### src/rtl/tcap_pkg.sv
package tcap_pkg;
  localparam int WORD_W    = 8;
  localparam int STATE_W   = 4;
  localparam int STBY_POS  = 5;
  localparam logic [WORD_W-1:0] RSVD_MASK = 8'b1101_0000;

  typedef struct packed {
    logic shift;
    logic latch;
  } strobe_t;
endpackage

### src/rtl/tcap_sync.sv
module tcap_sync #(
  parameter int STAGES = 2,
  parameter int WIDTH  = 3
) (
  input  logic             clk,
  input  logic             rstN,
  input  logic [WIDTH-1:0] din,
  output logic [WIDTH-1:0] dout
);
  generate
    if (STAGES == 0) begin : g_direct
      assign dout = din;
    end else begin : g_flops
      logic [WIDTH-1:0] chain [STAGES];
      always_ff @(posedge clk or negedge rstN) begin
        if (!rstN) begin
          for (int i = 0; i < STAGES; i++) chain[i] <= '0;
        end else begin
          chain[0] <= din;
          for (int i = 1; i < STAGES; i++) chain[i] <= chain[i-1];
        end
      end
      assign dout = chain[STAGES-1];
    end
  endgenerate
endmodule

### src/rtl/tcap_ctrl.sv
module tcap_ctrl
  import tcap_pkg::*;
(
  input  logic    clk,
  input  logic    rstN,
  input  logic    sclkCur,
  input  logic    senCur,
  output strobe_t strobes
);
  logic sclkPrev;
  logic senPrev;

  always_ff @(posedge clk or negedge rstN) begin
    if (!rstN) begin
      sclkPrev <= 1'b0;
      senPrev  <= 1'b0;
    end else begin
      sclkPrev <= sclkCur;
      senPrev  <= senCur;
    end
  end

  // Enable state of the previous sample qualifies the shift, so an edge
  // coinciding with the enable fall still counts.
  always_comb begin
    strobes.shift = sclkCur & ~sclkPrev & senPrev;
    strobes.latch = senPrev & ~senCur;
  end
endmodule

### src/rtl/tcap_datapath.sv
module tcap_datapath
  import tcap_pkg::*;
(
  input  logic               clk,
  input  logic               rstN,
  input  strobe_t            strobes,
  input  logic               bitIn,
  output logic [STATE_W-1:0] tuneState,
  output logic               standby,
  output logic               rsvdErr
);
  logic [WORD_W-1:0] shiftReg;
  logic [WORD_W-1:0] nextWord;

  assign nextWord = strobes.shift ? {shiftReg[WORD_W-2:0], bitIn} : shiftReg;

  always_ff @(posedge clk or negedge rstN) begin
    if (!rstN) begin
      shiftReg  <= '0;
      tuneState <= '0;
      standby   <= 1'b0;
      rsvdErr   <= 1'b0;
    end else begin
      shiftReg <= nextWord;
      if (strobes.latch) begin
        tuneState <= nextWord[STATE_W-1:0];
        standby   <= nextWord[STBY_POS];
        rsvdErr   <= rsvdErr | (|(nextWord & RSVD_MASK));
      end
    end
  end
endmodule

### src/rtl/tcap_ctrl_slave.sv
module tcap_ctrl_slave
  import tcap_pkg::*;
#(
  parameter int SYNC_STAGES = 2
) (
  input  logic               clk,
  input  logic               rstN,
  input  logic               serClk,
  input  logic               serData,
  input  logic               serEn,
  output logic [STATE_W-1:0] tuneState,
  output logic               standby,
  output logic               active,
  output logic               rsvdErr
);
  logic [2:0] syncOut;
  strobe_t    strobes;

  tcap_sync #(.STAGES(SYNC_STAGES), .WIDTH(3)) u_sync (
    .clk (clk),
    .rstN(rstN),
    .din ({serEn, serClk, serData}),
    .dout(syncOut)
  );

  tcap_ctrl u_ctrl (
    .clk    (clk),
    .rstN   (rstN),
    .sclkCur(syncOut[1]),
    .senCur (syncOut[2]),
    .strobes(strobes)
  );

  tcap_datapath u_dp (
    .clk      (clk),
    .rstN     (rstN),
    .strobes  (strobes),
    .bitIn    (syncOut[0]),
    .tuneState(tuneState),
    .standby  (standby),
    .rsvdErr  (rsvdErr)
  );

  assign active = ~standby;
endmodule

### config.mk
export PLATFORM = sky130hd
export DESIGN_NAME = tcap_ctrl_slave
export DESIGN_NICKNAME = d
export VERILOG_FILES = /design/src/rtl/tcap_pkg.sv /design/src/rtl/tcap_sync.sv /design/src/rtl/tcap_ctrl.sv /design/src/rtl/tcap_datapath.sv /design/src/rtl/tcap_ctrl_slave.sv
export SDC_FILE = /design/constraint.sdc
export NUM_CORES = 1
export LEC_CHECK = 0
export ABC_AREA = 1
export BUFFER_PORTS_ARGS = -buffer_cell sky130_fd_sc_hd__buf_2
export CAP_MARGIN = 20
export CORE_AREA = 2 2 55 57
export CTS_CLUSTER_DIAMETER = 60
export DETAILED_ROUTE_END_ITERATION = 7
export DIE_AREA = 0 0 57 59
export PLACE_DENSITY = 0.54
export SLEW_MARGIN = 20
export SYNTH_ARGS = -nofsm -noshare
export SYNTH_HDL_FRONTEND = slang
export SYNTH_SLANG_ARGS = --single-unit
### constraint.sdc
create_clock -name clk -period 1.85 [get_ports clk]
set_clock_uncertainty 0.2 [all_clocks]
set_input_delay 0.185 -clock clk [delete_from_list [all_inputs] [get_ports clk]]
set_output_delay 0.185 -clock clk [all_outputs]
set_load 0.02 [all_outputs]
==> run summary <==
The transition at the pin with the smallest max-transition slack came out at 0.466 ns. The fraction of synthesized cell area taken by the top area cell type is 0.696. The routed wire length per instance came out at 9.73 µm. The synthesized net count is 79. The pin count of the biggest net entering global routing is 23. After synthesis the cells add up to 791 µm².

The root buffer cell is sky130_fd_sc_hd__clkbuf_4. OpenSTA, run right after detailed placement, puts the worst setup slack at 0.566 ns. TritonCTS built the clock tree. Adding up every negative setup slack in the final design gives 0 ns. The number of antenna violations at the first check in global routing is 0. The clock latency of the later-clocked register in the worst-skew pair came out at 0.30 ns. Fill cells in the final layout number 294. The count of antenna diodes in the layout came out at 0. The commonest non-fill, non-tap cell in the layout is sky130_fd_sc_hd__nand2_1. The tool flagged a number of max-cap violations equal to 0.

The clock period minus final worst setup slack came out at 1.30 ns. Setup violations remaining at the end of the flow were counted as 0. The count of buffers inserted at the top-level ports came out at 11.

The mean instance size in the synthesized netlist is 10.7 µm². The total power divided by cell area came out at 1060 nW/µm². Summing internal, switching and leakage power gives 1.02 mW. The data arrival time at the worst-slack endpoint is 1.31 ns.

The die covers 3360 µm². In this run the worst path has a maximum fanout of 8. Setup repair after global routing left no endpoint under its margin.

The final hold violation count is 0. The aggregate global routing overflow came out at 0. The run finished with clean final reports. The final routed wirelength across all metal layers is 1210 µm. The share of post-route cells with drive strength above 1 came out at 0.226. The number of warnings printed during yosys synthesis is 0. CTS built an H-tree with a depth of 1. The placement row count came out at 19. Measured against the total synthesized area, the mux share comes to 0.

The initial core utilization came out at 0.292. The compound-gate portion of the synthesized area is 0.0585. The final weighted congestion in routability-driven placement came out at 0.746.

The total routing usage reported by global routing came out at 0.0831. The residual DRC count is 0. The final-report max-slew violation count came to 0. After detailed routing, the number of vias per cell comes to 4.29. Of the available clock period, the critical path in the final layout requires 0.703. The residual antenna-violating net count after detailed routing came out at 0. The gate count after technology mapping came out at 74.

The number of buffers created by CTS came out at 3. The placed cell count came out at 116. The maximum number of buffers from clock root to sink came out at 2. For this design the static power due to leakage is 0.497 nW. The sequential cell area fraction in the yosys report came out at 0.696. The share of synthesized cell area in and, or, nand and nor gates came out at 0.188. The region available for standard cell placement spans 2710 µm².

The height of the die came out at 59 µm. The main combinational cell family by area after synthesis is simple AND/OR/NAND/NOR gates. The endpoint required time on the critical path is 1.86 ns. After the last flow step, the layout net total stands at 99. The upper clock frequency limit is 0.769 GHz. Pin placement for this block handled 12 I/O pins. After synthesis, the cell types taking the most area are sky130_fd_sc_hd__dfrtp_1, sky130_fd_sc_hd__nand2_1, sky130_fd_sc_hd__inv_1, sky130_fd_sc_hd__nor2_4, sky130_fd_sc_hd__a31oi_1. The critical path is of the register to register type.

The filler-free cell count of the finished design is 124. Counting every sink on the clock net gives 22. Detailed routing inserted a total of 532 vias.

The wire length of the first global-routing pass is 2150 µm. The worst hold path belongs to the class input port to asynchronous set/reset pin. The number of global-route vias before repair is 496. The capturing element type of the critical path is a register. The violation count after the first detailed-route iteration is 8. The post-synthesis adder-cell area fraction came out at 0.

The post-synthesis xor/xnor area fraction is 0. The die is 57 µm wide. The number of distinct library cell variants in the gate-level netlist after synthesis came out at 12. The clock-pin slew reported for the worst setup and hold paths after clock tree synthesis is 0.12 ns. The number of synthesized register bits came out at 22. The number of detailed-route iterations in the first pass is 4. Across the VDD grid, the largest voltage drop is 0.495 mV. STA classifies the critical path startpoint as a register.

The relative max-transition margin came out at 0.689. Relative to the synthesized area, the layout overhead comes to 21.5%. The worst path meets setup with 0.550 ns of slack. After legalization and detailed placement, the total HPWL measured 853 µm. The library cells used most frequently in the layout, excluding fill and tap cells, are sky130_fd_sc_hd__nand2_1, sky130_fd_sc_hd__dfrtp_1, sky130_fd_sc_hd__inv_1. The most area-hungry cell type in the Yosys netlist is sky130_fd_sc_hd__dfrtp_1.
-- cells in the mapped netlist --
cell and count:
sky130_fd_sc_hd__nand3_2 1, sky130_fd_sc_hd__nand3_1 1, sky130_fd_sc_hd__nor2_1 3, sky130_fd_sc_hd__nand2_1 25, sky130_fd_sc_hd__inv_1 12, sky130_fd_sc_hd__a31oi_1 3, sky130_fd_sc_hd__nor2_4 2, sky130_fd_sc_hd__o21ai_1 1
sky130_fd_sc_hd__nand2_2 1, sky130_fd_sc_hd__dfrtp_1 22, sky130_fd_sc_hd__o21ai_2 2, sky130_fd_sc_hd__o21ai_0 1
-- stage by stage --
step                      area (µm²)  hold slack, ns   util
after CTS                        961           0.165  0.355
after detailed placement         885         -0.0255  0.326
after floorplan                  791          -0.311      -
after global placement           885         -0.0330  0.326
final                            961           0.156  0.355
after global routing             961           0.173  0.355
-- state kept, by name (all words and copies together), names as in the netlist --
signal,cells
u_sync.dout,3
u_ctrl.senPrev,1
u_ctrl.sclkPrev,1
u_dp.rsvdErr,1
u_sync.g_flops.chain,3
u_dp.standby,1
u_dp.tuneState,4
u_dp.shiftReg,8
-- routing by layer --
layer | global-route usage | part of all wire | vias up | wire (µm)
li1 | - | - | 262 | -
met1 | 0.108 | 0.46 | 256 | 557
met2 | 0.125 | 0.49 | 12 | 587
met3 | 0.0284 | 0.046 | 2 | 56
met4 | 0.0399 | 0.0050 | 0 | 6
met5 | 0 | 0 | - | 0
-- final cells by class --
type                    instances  area (µm²)  area share
clock buffers                   4        36.3      0.0378
inverters                      12        45.0      0.0469
multi-input cells              40         195       0.203
flip-flops and latches         22         551       0.573
well taps                      31        38.8      0.0404
repair buffers                 15        95.1      0.0990
-- worst paths after layout --
path                                    startpoint                      end  slack (ns)  cells past startpoint
setup / recovery                    u_sync.dout[1]             u_dp.rsvdErr        0.55                      7
hold / removal                                rstN         u_dp.shiftReg[3]        0.16                      2
setup reg to reg                    u_sync.dout[1]             u_dp.rsvdErr        0.55                      7
hold reg to reg            u_sync.g_flops.chain[5]           u_sync.dout[2]        0.16                      0
max in group asynchronous                     rstN  u_sync.g_flops.chain[4]        0.97                      2
min in group clk           u_sync.g_flops.chain[5]           u_sync.dout[2]        0.16                      0
-- power by group --
group	total, mW	switching [mW]	internal, mW
Clock	0.254	0.134	0.120
Combinational	0.185	0.119	0.0666
Sequential	0.576	0.0295	0.547
Total	1.02	0.282	0.733
-- worst max-delay path, cell delays in order, from the launching register on --
cell and delay [ns]:
sky130_fd_sc_hd__dfrtp_1 0.41, sky130_fd_sc_hd__nand2_2 0.08, sky130_fd_sc_hd__nor2_4 0.18, sky130_fd_sc_hd__nand2_1 0.07, sky130_fd_sc_hd__nand2_1 0.08, sky130_fd_sc_hd__nand3_1 0.08, sky130_fd_sc_hd__nand2_1 0.06, sky130_fd_sc_hd__nand2_1 0.04
-- what timing repair did --
action,in CTS,in global routing
setup endpoints to repair,0,0
hold buffers,4,0
setup buffers,0,0
gates resized for setup,0,0
hold endpoints to repair,25,0
-- cells by family (layout without fill, tap and decap cells) --
family | Yosys count | after routing
DFF | 22 | 22
and+or+nand+nor | 33 | 33
buffers and inverters | 12 | 31
AOI/OAI and AO/OA | 7 | 7
Note: power is estimated with default switching activity, not from simulation.
